<file path="config.mk">
export PLATFORM = sky130hd
export DESIGN_NAME = sram_lane_ctrl
export DESIGN_NICKNAME = d
export VERILOG_FILES = /design/src/rtl/sram_ctrl_pkg.sv /design/src/rtl/sram_lane_map.sv /design/src/rtl/sram_read_align.sv /design/src/rtl/sram_phase_fsm.sv /design/src/rtl/sram_lane_ctrl.sv
export SDC_FILE = /design/constraint.sdc
export NUM_CORES = 1
export LEC_CHECK = 0
export BUFFER_PORTS_ARGS = -buffer_cell sky130_fd_sc_hd__buf_2
export CORE_ASPECT_RATIO = 1.75
export CORE_MARGIN = 2
export CORE_UTILIZATION = 51
export CTS_CLUSTER_SIZE = 40
export DETAILED_ROUTE_END_ITERATION = 8
export PLACE_DENSITY = 0.9
export SYNTH_ARGS = -nofsm -noshare
export SYNTH_HDL_FRONTEND = slang
export SYNTH_SLANG_ARGS = --single-unit
</file>
<file path="constraint.sdc">
create_clock -name clk -period 2.1 [get_ports clk]
set_input_delay 0 -clock clk [delete_from_list [all_inputs] [get_ports clk]]
set_output_delay 0 -clock clk [all_outputs]
set_load 0.005 [all_outputs]
</file>
<file path="src/rtl/sram_ctrl_pkg.sv">
package sram_ctrl_pkg;

  typedef enum logic [1:0] {
    ORG_X32 = 2'b00,
    ORG_X16 = 2'b01,
    ORG_X8  = 2'b10,
    ORG_ALT = 2'b11
  } org_e;

  typedef enum logic [2:0] {
    PH_IDLE    = 3'd0,
    PH_TURN    = 3'd1,
    PH_SETUP   = 3'd2,
    PH_ACCESS  = 3'd3,
    PH_RECOVER = 3'd4
  } phase_e;

  function automatic int cycles_for(input int ns, input int period);
    return (ns + period - 1) / period;
  endfunction

  function automatic int max3(input int a, input int b, input int c);
    int m;
    m = (a > b) ? a : b;
    return (m > c) ? m : c;
  endfunction

endpackage

</file>
<file path="src/rtl/sram_lane_map.sv">
module sram_lane_map
  import sram_ctrl_pkg::*;
#(
  parameter  int ROW_W  = 19,
  parameter  int LANE_W = 8,
  localparam int LANES  = 4,
  localparam int DW     = LANES * LANE_W,
  localparam int HA_W   = ROW_W + 2
) (
  input  org_e              org,
  input  logic [HA_W-1:0]   haddr,
  input  logic [DW-1:0]     hwdata,
  input  logic [LANES-1:0]  hmask,
  output logic [ROW_W-1:0]  row,
  output logic [LANES-1:0]  rd_lanes,
  output logic [LANES-1:0]  wr_lanes,
  output logic [DW-1:0]     lane_wdata
);

  localparam logic [LANES-1:0] LOW_PAIR  = LANES'(4'b0011);
  localparam logic [LANES-1:0] HIGH_PAIR = LANES'(4'b1100);

  always_comb begin
    unique case (org)
      ORG_X16: begin
        row        = haddr[ROW_W:1];
        rd_lanes   = haddr[0] ? HIGH_PAIR : LOW_PAIR;
        wr_lanes   = haddr[0] ? {hmask[1:0], 2'b00} : {2'b00, hmask[1:0]};
        lane_wdata = {2{hwdata[2*LANE_W-1:0]}};
      end
      ORG_X8: begin
        row        = haddr[ROW_W+1:2];
        rd_lanes   = LANES'(1) << haddr[1:0];
        wr_lanes   = LANES'(hmask[0]) << haddr[1:0];
        lane_wdata = {LANES{hwdata[LANE_W-1:0]}};
      end
      default: begin
        row        = haddr[ROW_W-1:0];
        rd_lanes   = '1;
        wr_lanes   = hmask;
        lane_wdata = hwdata;
      end
    endcase
  end

endmodule

</file>
<file path="src/rtl/sram_read_align.sv">
module sram_read_align
  import sram_ctrl_pkg::*;
#(
  parameter  int LANE_W = 8,
  localparam int LANES  = 4,
  localparam int DW     = LANES * LANE_W
) (
  input  org_e          org,
  input  logic [1:0]    sub,
  input  logic [DW-1:0] raw,
  output logic [DW-1:0] word
);

  logic [2*LANE_W-1:0] half_sel;
  logic [LANE_W-1:0]   byte_sel;

  always_comb begin
    half_sel = sub[0] ? raw[DW-1:2*LANE_W] : raw[2*LANE_W-1:0];
    byte_sel = raw[sub*LANE_W +: LANE_W];
    unique case (org)
      ORG_X16: word = DW'(half_sel);
      ORG_X8:  word = DW'(byte_sel);
      default: word = raw;
    endcase
  end

endmodule

</file>
<file path="src/rtl/sram_phase_fsm.sv">
module sram_phase_fsm
  import sram_ctrl_pkg::*;
#(
  parameter  int RD_CYC  = 2,
  parameter  int WR_CYC  = 2,
  parameter  int REC_CYC = 1,
  localparam int MAX_CYC = max3(RD_CYC, WR_CYC, REC_CYC),
  localparam int CNT_W   = $clog2(MAX_CYC + 1)
) (
  input  logic   clk,
  input  logic   rst_n,
  input  logic   start,
  input  logic   start_write,
  output phase_e phase,
  output logic   cur_write,
  output logic   last_access,
  output logic   ready
);

  phase_e           phase_q;
  logic [CNT_W-1:0] cnt_q;
  logic             prev_write_q;

  assign phase       = phase_q;
  assign ready       = (phase_q == PH_IDLE);
  assign last_access = (phase_q == PH_ACCESS) && (cnt_q == '0);

  always_ff @(posedge clk) begin
    if (!rst_n) begin
      phase_q      <= PH_IDLE;
      cnt_q        <= '0;
      cur_write    <= 1'b0;
      prev_write_q <= 1'b0;
    end else begin
      unique case (phase_q)
        PH_IDLE: if (start) begin
          cur_write    <= start_write;
          prev_write_q <= start_write;
          phase_q      <= (start_write != prev_write_q) ? PH_TURN : PH_SETUP;
        end
        PH_TURN: phase_q <= PH_SETUP;
        PH_SETUP: begin
          phase_q <= PH_ACCESS;
          cnt_q   <= cur_write ? CNT_W'(WR_CYC - 1) : CNT_W'(RD_CYC - 1);
        end
        PH_ACCESS: begin
          if (cnt_q == '0) begin
            phase_q <= PH_RECOVER;
            cnt_q   <= CNT_W'(REC_CYC - 1);
          end else begin
            cnt_q <= cnt_q - 1'b1;
          end
        end
        PH_RECOVER: begin
          if (cnt_q == '0) phase_q <= PH_IDLE;
          else cnt_q <= cnt_q - 1'b1;
        end
        default: phase_q <= PH_IDLE;
      endcase
    end
  end

  // a change of direction passes through the turnaround phase
  assert_dir_turn_R11: assert property (@(posedge clk) disable iff (!rst_n)
    (start && (start_write != prev_write_q)) |=> (phase_q == PH_TURN));

  // the same direction goes straight to setup
  assert_same_dir_R11: assert property (@(posedge clk) disable iff (!rst_n)
    (start && (start_write == prev_write_q)) |=> (phase_q == PH_SETUP));

  // once taken, the request holds the controller busy
  assert_busy_after_start_R2: assert property (@(posedge clk) disable iff (!rst_n)
    start |=> !ready);

endmodule

</file>
<file path="src/rtl/sram_lane_ctrl.sv">
module sram_lane_ctrl
  import sram_ctrl_pkg::*;
#(
  parameter  int ROW_W   = 19,
  parameter  int LANE_W  = 8,
  parameter  int CLK_NS  = 10,
  parameter  int T_RC_NS = 20,
  parameter  int T_AA_NS = 20,
  parameter  int T_OE_NS = 10,
  parameter  int T_WC_NS = 20,
  parameter  int T_WP_NS = 13,
  parameter  int T_AW_NS = 13,
  parameter  int T_DW_NS = 9,
  localparam int LANES   = 4,
  localparam int DW      = LANES * LANE_W,
  localparam int HA_W    = ROW_W + 2
) (
  input  logic              clk,
  input  logic              rst_n,
  input  logic [1:0]        cfg_org,
  input  logic              req_valid,
  output logic              req_ready,
  input  logic              req_write,
  input  logic [HA_W-1:0]   req_addr,
  input  logic [DW-1:0]     req_wdata,
  input  logic [LANES-1:0]  req_mask,
  output logic              rsp_valid,
  output logic [DW-1:0]     rsp_rdata,
  output logic [ROW_W-1:0]  mem_addr,
  output logic [LANES-1:0]  mem_ce_n,
  output logic [LANES-1:0]  mem_we_n,
  output logic              mem_oe_n,
  output logic [DW-1:0]     mem_dq_o,
  output logic              mem_dq_oe,
  input  logic [DW-1:0]     mem_dq_i
);

  // Phase lengths: setup contributes one period before the strobe phase.
  localparam int RD_RAW  = max3(cycles_for(T_OE_NS, CLK_NS),
                                cycles_for(T_AA_NS, CLK_NS) - 1,
                                cycles_for(T_RC_NS, CLK_NS) - 2);
  localparam int WR_RAW  = max3(cycles_for(T_WP_NS, CLK_NS),
                                max3(cycles_for(T_AW_NS, CLK_NS) - 1,
                                     cycles_for(T_DW_NS, CLK_NS) - 1, 0),
                                cycles_for(T_WC_NS, CLK_NS) - 2);
  localparam int RD_CYC  = (RD_RAW < 1) ? 1 : RD_RAW;
  localparam int WR_CYC  = (WR_RAW < 1) ? 1 : WR_RAW;
  localparam int REC_CYC = 1;
  localparam int RUN_W   = $clog2(max3(RD_CYC, WR_CYC, 1) + 2);

  org_e             org_q;
  logic [HA_W-1:0]  addr_q;
  logic [DW-1:0]    wdata_q;
  logic [LANES-1:0] mask_q;
  logic [DW-1:0]    rdata_q;
  logic             rsp_q;

  phase_e phase;
  logic   cur_write, last_access, start;

  logic [ROW_W-1:0] row;
  logic [LANES-1:0] rd_lanes, wr_lanes;
  logic [DW-1:0]    lane_wdata, aligned;

  assign start = req_valid && req_ready;

  sram_phase_fsm #(
    .RD_CYC (RD_CYC),
    .WR_CYC (WR_CYC),
    .REC_CYC(REC_CYC)
  ) u_fsm (
    .clk        (clk),
    .rst_n      (rst_n),
    .start      (start),
    .start_write(req_write),
    .phase      (phase),
    .cur_write  (cur_write),
    .last_access(last_access),
    .ready      (req_ready)
  );

  sram_lane_map #(.ROW_W(ROW_W), .LANE_W(LANE_W)) u_map (
    .org       (org_q),
    .haddr     (addr_q),
    .hwdata    (wdata_q),
    .hmask     (mask_q),
    .row       (row),
    .rd_lanes  (rd_lanes),
    .wr_lanes  (wr_lanes),
    .lane_wdata(lane_wdata)
  );

  sram_read_align #(.LANE_W(LANE_W)) u_align (
    .org (org_q),
    .sub (addr_q[1:0]),
    .raw (mem_dq_i),
    .word(aligned)
  );

  always_ff @(posedge clk) begin
    if (!rst_n) begin
      org_q   <= ORG_X32;
      addr_q  <= '0;
      wdata_q <= '0;
      mask_q  <= '0;
      rdata_q <= '0;
      rsp_q   <= 1'b0;
    end else begin
      if (start) begin
        org_q   <= org_e'(cfg_org);
        addr_q  <= req_addr;
        wdata_q <= req_wdata;
        mask_q  <= req_mask;
      end
      if (last_access && !cur_write) rdata_q <= aligned;
      rsp_q <= last_access;
    end
  end

  logic bus_active, strobe_phase;
  assign bus_active   = (phase == PH_SETUP) || (phase == PH_ACCESS) || (phase == PH_RECOVER);
  assign strobe_phase = (phase == PH_ACCESS);

  assign mem_addr  = row;
  assign mem_ce_n  = ~(bus_active ? (cur_write ? wr_lanes : rd_lanes) : '0);
  assign mem_we_n  = ~((strobe_phase && cur_write) ? wr_lanes : '0);
  assign mem_oe_n  = !(strobe_phase && !cur_write);
  assign mem_dq_o  = lane_wdata;
  assign mem_dq_oe = bus_active && cur_write;
  assign rsp_valid = rsp_q;
  assign rsp_rdata = rdata_q;

  // ---------------- checks next to the pin logic ----------------
  logic             we_low, oe_low, ce_any;
  logic [RUN_W-1:0] we_run, oe_run;
  assign we_low = (mem_we_n != '1);
  assign oe_low = !mem_oe_n;
  assign ce_any = (mem_ce_n != '1);

  always_ff @(posedge clk) begin
    if (!rst_n) begin
      we_run <= '0;
      oe_run <= '0;
    end else begin
      we_run <= we_low ? ((we_run == '1) ? we_run : we_run + 1'b1) : '0;
      oe_run <= oe_low ? ((oe_run == '1) ? oe_run : oe_run + 1'b1) : '0;
    end
  end

  assert_no_drive_on_read_R3: assert property (@(posedge clk) disable iff (!rst_n)
    mem_dq_oe |-> mem_oe_n);

  assert_we_excludes_oe_R3: assert property (@(posedge clk) disable iff (!rst_n)
    we_low |-> (mem_oe_n && mem_dq_oe));

  assert_we_inside_ce_R3: assert property (@(posedge clk) disable iff (!rst_n)
    ((~mem_we_n & mem_ce_n) == '0));

  assert_addr_stable_R4: assert property (@(posedge clk) disable iff (!rst_n)
    (ce_any && $past(ce_any)) |-> $stable(mem_addr));

  assert_oe_width_R4: assert property (@(posedge clk) disable iff (!rst_n)
    $fell(oe_low) |-> (oe_run >= RUN_W'(RD_CYC)));

  assert_we_width_R5: assert property (@(posedge clk) disable iff (!rst_n)
    $fell(we_low) |-> (we_run >= RUN_W'(WR_CYC)));

  assert_data_hold_R5: assert property (@(posedge clk) disable iff (!rst_n)
    $fell(we_low) |-> mem_dq_oe);

  assert_ack_pulse_R6: assert property (@(posedge clk) disable iff (!rst_n)
    rsp_valid |=> !rsp_valid);

  assert_x16_one_half_R8: assert property (@(posedge clk) disable iff (!rst_n)
    (org_q == ORG_X16) |->
      (((~mem_ce_n) & LANES'(4'b0011)) == '0 || ((~mem_ce_n) & LANES'(4'b1100)) == '0));

  assert_x8_one_lane_R9: assert property (@(posedge clk) disable iff (!rst_n)
    (org_q == ORG_X8) |-> ($countones(~mem_ce_n) <= 1));

  assert_idle_quiet_R1: assert property (@(posedge clk) disable iff (!rst_n)
    req_ready |-> (!ce_any && !we_low && mem_oe_n && !mem_dq_oe));

endmodule

</file>
==> flow_summary.toml <==
[timing]
hold_viol_final = 0
post-route-period-util_pct = 95.9
setup_violations = 0
fmax_ghz = 0.496
slew_violations = 0
holdWs_ps = 9.73
clock_skew_ps = 7.11
worst_slew_pin_slew_ps = 766
finalCriticalPeriod_ps = 2010
setup_slack_ps = 85.2
rsz0062_at_grt = "true"
slew_headroom_pct = 48.9

[clocking]
insertion_delay_ps = 340
htreeDepth = 3
clock_sinks = 98
clock_tree.root_cell = "clkbuf_16"
cts_tree = "done"
clock_path_buffers = 2
cts.clk_slew.worst_paths_ps = 70
cts_made_buffers = 9

[run]
drv_cap = 0

[power_and_ir_drop]
ir_drop_uv = 461
p_leak_nw = 3.15
p_sw_mw = 1.77
share_seq_of_total_power_pct = 38.5
power.clock.fraction_pct = 33.7
share_comb_of_total_power_pct = 27.8
power.internal_mw = 3.88
power.share.switching_pct = 31.3
p_per_area_nw_per_um2 = 747

[cells_and_area]
syn_to_final_growth_pct = 38.3
layout-drive-gt1-share_pct = 28.3
diodes = 0
final_nets = 1023
fillers = 781

[grt]
antenna_found_initial = 0
grt_pass1_wl_mm = 27.3
grt.overflow.total = 0
grt_util_all_layers_pct = 30.1
grt_pass1_vias = 5930
grt_max_degree = 61

[logic_synthesis]
synth_edf_count = 0
ys_warn_count = 0
synthesis.area_um2 = 5470
synth_nets = 795
ys.flop_type = "dfxtp_1"
ys_types = 54
synthCells = 693
syn_avg_cell_area_um2 = 7.89
yosys_register_bits = 98
ys_seq_area_share_pct = 35.9
synthArstFlopShare_pct = 0

[drt]
drt_iter0_drc = 272
avgViaCountPerCell = 5.86
drtAntennaViolNets = 0
wl_per_cell_um = 16.9
wl_mm = 17.8
vias = 6181
first_pass_iters = 5
drc = 0

[critical_path]
ff2ff_setup_slack_ps = 210
crit_arrival_ps = 2010
crit_type = "flip-flop to primary output"
path_max_fanout = 19
setup.worst_path.start_class = "flip-flop"
worstRegToRegCells = 7
reg2reg_from = "org_q[0]"
worstPathRequired_ps = 2100
end_kind = "primary output"
crit_path_end = "mem_ce_n[1]"
r2r-end = "rsp_rdata[4]"
crit_start = "org_q[0]"

[status]
status = "complete, no violations"

[floorplan]
fp.dieH_um = 141
start_util_pct = 51.7
core-area_um2 = 10600
dieArea_um2 = 11600
placement_rows = 50
die_w_um = 82.3
num_io_pins = 190

[placement]
place_ws_ps = 144
hpwl_mm = 11.1
port_buffers = 189
gp_congestion = 0.861

[hold_path]
hp-class = "input port to flip-flop"
power by group through the flow:
stage               Clock, mW  Combinational [mW]  Sequential, mW
finish                   1.91                1.57            2.18
detailed placement          0                1.39            2.21
global placement            0                1.36            2.21
floorplan                   0               0.942            2.17
CTS                      1.93                1.53            2.17
global route             2.02                1.71            2.20
metrics by stage:
stage	instance area (µm²)	util [%]	instances	total power, mW	setup TNS (ps)
finish	7560	71.5	1055	5.65	0
detailed placement	6390	60.4	959	3.60	0
CTS	7550	71.4	1055	5.63	0
floorplan	5470	-	693	3.11	0
global route	7560	71.5	1055	5.93	-2.85
global placement	6390	60.4	959	3.57	0
worst min-delay path by stage:
stage          slack [ps]            end  cells after the start     startpoint
6_report               10   rsp_rdata[3]                      3   mem_dq_i[11]
3_3_place_gp          240    wdata_q[26]                      3  req_wdata[26]
3_5_place_dp          250     wdata_q[7]                      3   req_wdata[7]
5_1_grt                 5  rsp_rdata[10]                      3   mem_dq_i[10]
4_1_cts                 3  rsp_rdata[10]                      3   mem_dq_i[10]
2_1_floorplan         130      mask_q[2]                      2    req_mask[2]
kinds of logic after synthesis:
family / after synthesis / share of synthesized area (%)
buf+inv: 83 / 7.92
simple gates: 251 / 20.1
xor+xnor: 1 / 0.160
fa+ha+maj: 7 / 1.60
mux: 7 / 1.30
compound gates: 246 / 33.0
flops: 98 / 35.9
cells in the final DEF, fill, tap and decap left out, drive strengths merged, types with 2 or more instances in the layout:
| master | synthesis | layout |
|---|---|---|
| a22o | 17 | 17 |
| inv | 16 | 17 |
| nand3 | 18 | 18 |
| nand2 | 205 | 205 |
| nor2b | 5 | 5 |
| nand2b | 4 | 4 |
| dfxtp | 98 | 98 |
| nor2 | 2 | 2 |
| dlygate4sd3 | 0 | 79 |
| a21o | 2 | 2 |
| mux2i | 6 | 6 |
| a21boi | 77 | 77 |
| bufinv | 0 | 3 |
| clkbuf | 27 | 9 |
| nand3b | 2 | 2 |
| a221o | 6 | 6 |
| or2 | 2 | 2 |
| buf | 40 | 205 |
| a221oi | 4 | 4 |
| and3 | 2 | 2 |
| ha | 7 | 7 |
| and3b | 2 | 2 |
| a21oi | 21 | 21 |
| o211ai | 3 | 3 |
| a22oi | 34 | 34 |
| a311o | 3 | 3 |
| a2bb2oi | 6 | 6 |
| o21a | 2 | 2 |
| and2 | 4 | 4 |
| a41oi | 6 | 6 |
| o21ai | 57 | 57 |
flip-flops by register name (all words and copies together), names as in the netlist:
signal,count
addr_q,21
mask_q,4
org_q,2
rsp_rdata,32
rsp_valid,1
u_fsm.cnt_q,2
u_fsm.cur_write,1
u_fsm.phase,3
wdata_q,32
layer usage:
| layer | global-route usage (%) | routed length, µm | up-vias |
|---|---|---|---|
| met3 | 5.44 | 1190 | 100 |
| met5 | 0 | 0 | - |
| met4 | 21.1 | 1080 | 0 |
| met2 | 53.2 | 9390 | 346 |
| li1 | - | - | 2863 |
| met1 | 30.5 | 6170 | 2872 |
cell usage after synthesis (2+ instances only):
master | instances | area share, %
a41oi_2 | 6 | 1.8
a21oi_1 | 21 | 1.9
mux2i_1 | 6 | 1.1
nand3b_1 | 2 | 0.27
buf_2 | 18 | 1.6
buf_4 | 16 | 2.2
and3_1 | 2 | 0.23
o21ai_1 | 8 | 0.73
nand3_1 | 8 | 0.73
buf_1 | 2 | 0.14
ha_1 | 7 | 1.6
a221oi_1 | 4 | 0.64
inv_1 | 16 | 1.1
a21boi_0 | 7 | 0.96
a2bb2oi_1 | 6 | 0.96
dfxtp_1 | 98 | 36
a22oi_1 | 34 | 4.7
nor2b_1 | 5 | 0.57
a21o_1 | 2 | 0.27
a21boi_1 | 60 | 8.2
o21ai_0 | 49 | 4.5
a311o_1 | 3 | 0.55
a221o_1 | 6 | 1.1
a22o_1 | 17 | 2.7
nand2_1 | 205 | 14
clkbuf_1 | 27 | 1.9
a21boi_2 | 10 | 2.1
nand3_2 | 10 | 1.8
o211ai_1 | 3 | 0.41
and3b_1 | 2 | 0.32
o21a_1 | 2 | 0.27
nand2b_1 | 4 | 0.46
buf_6 | 3 | 0.62
and2_1 | 4 | 0.46
timing repair:
action / 4_1_cts / 5_1_grt
endpoints found under the hold margin: 78 / 0
gates resized for setup: 1 / 6
buffers inserted: 2 / 0
endpoints found under the setup margin: 4 / 37
hold buffers: 79 / 0
pin swaps: 1 / 0
critical path, cell delays in order, from the launching register on:
cell and delay [ps]:
dfxtp_4 370, inv_2 50, ha_4 230, nor2b_2 200
and3_1 210, a22o_1 260, o211ai_1 200, buf_2 150
final cells by class:
type / count / area (µm²) / area share [%]
sequential: 98 / 1970 / 26.0
clock buffer: 9 / 225 / 2.98
timing repair buffer: 284 / 1940 / 25.6
multi-input combinational: 512 / 3100 / 40.9
tap: 130 / 163 / 2.15
clock inverter: 6 / 115 / 1.52
inverter: 16 / 60.1 / 0.794
No activity file was read; power rests on OpenSTA's default activity.
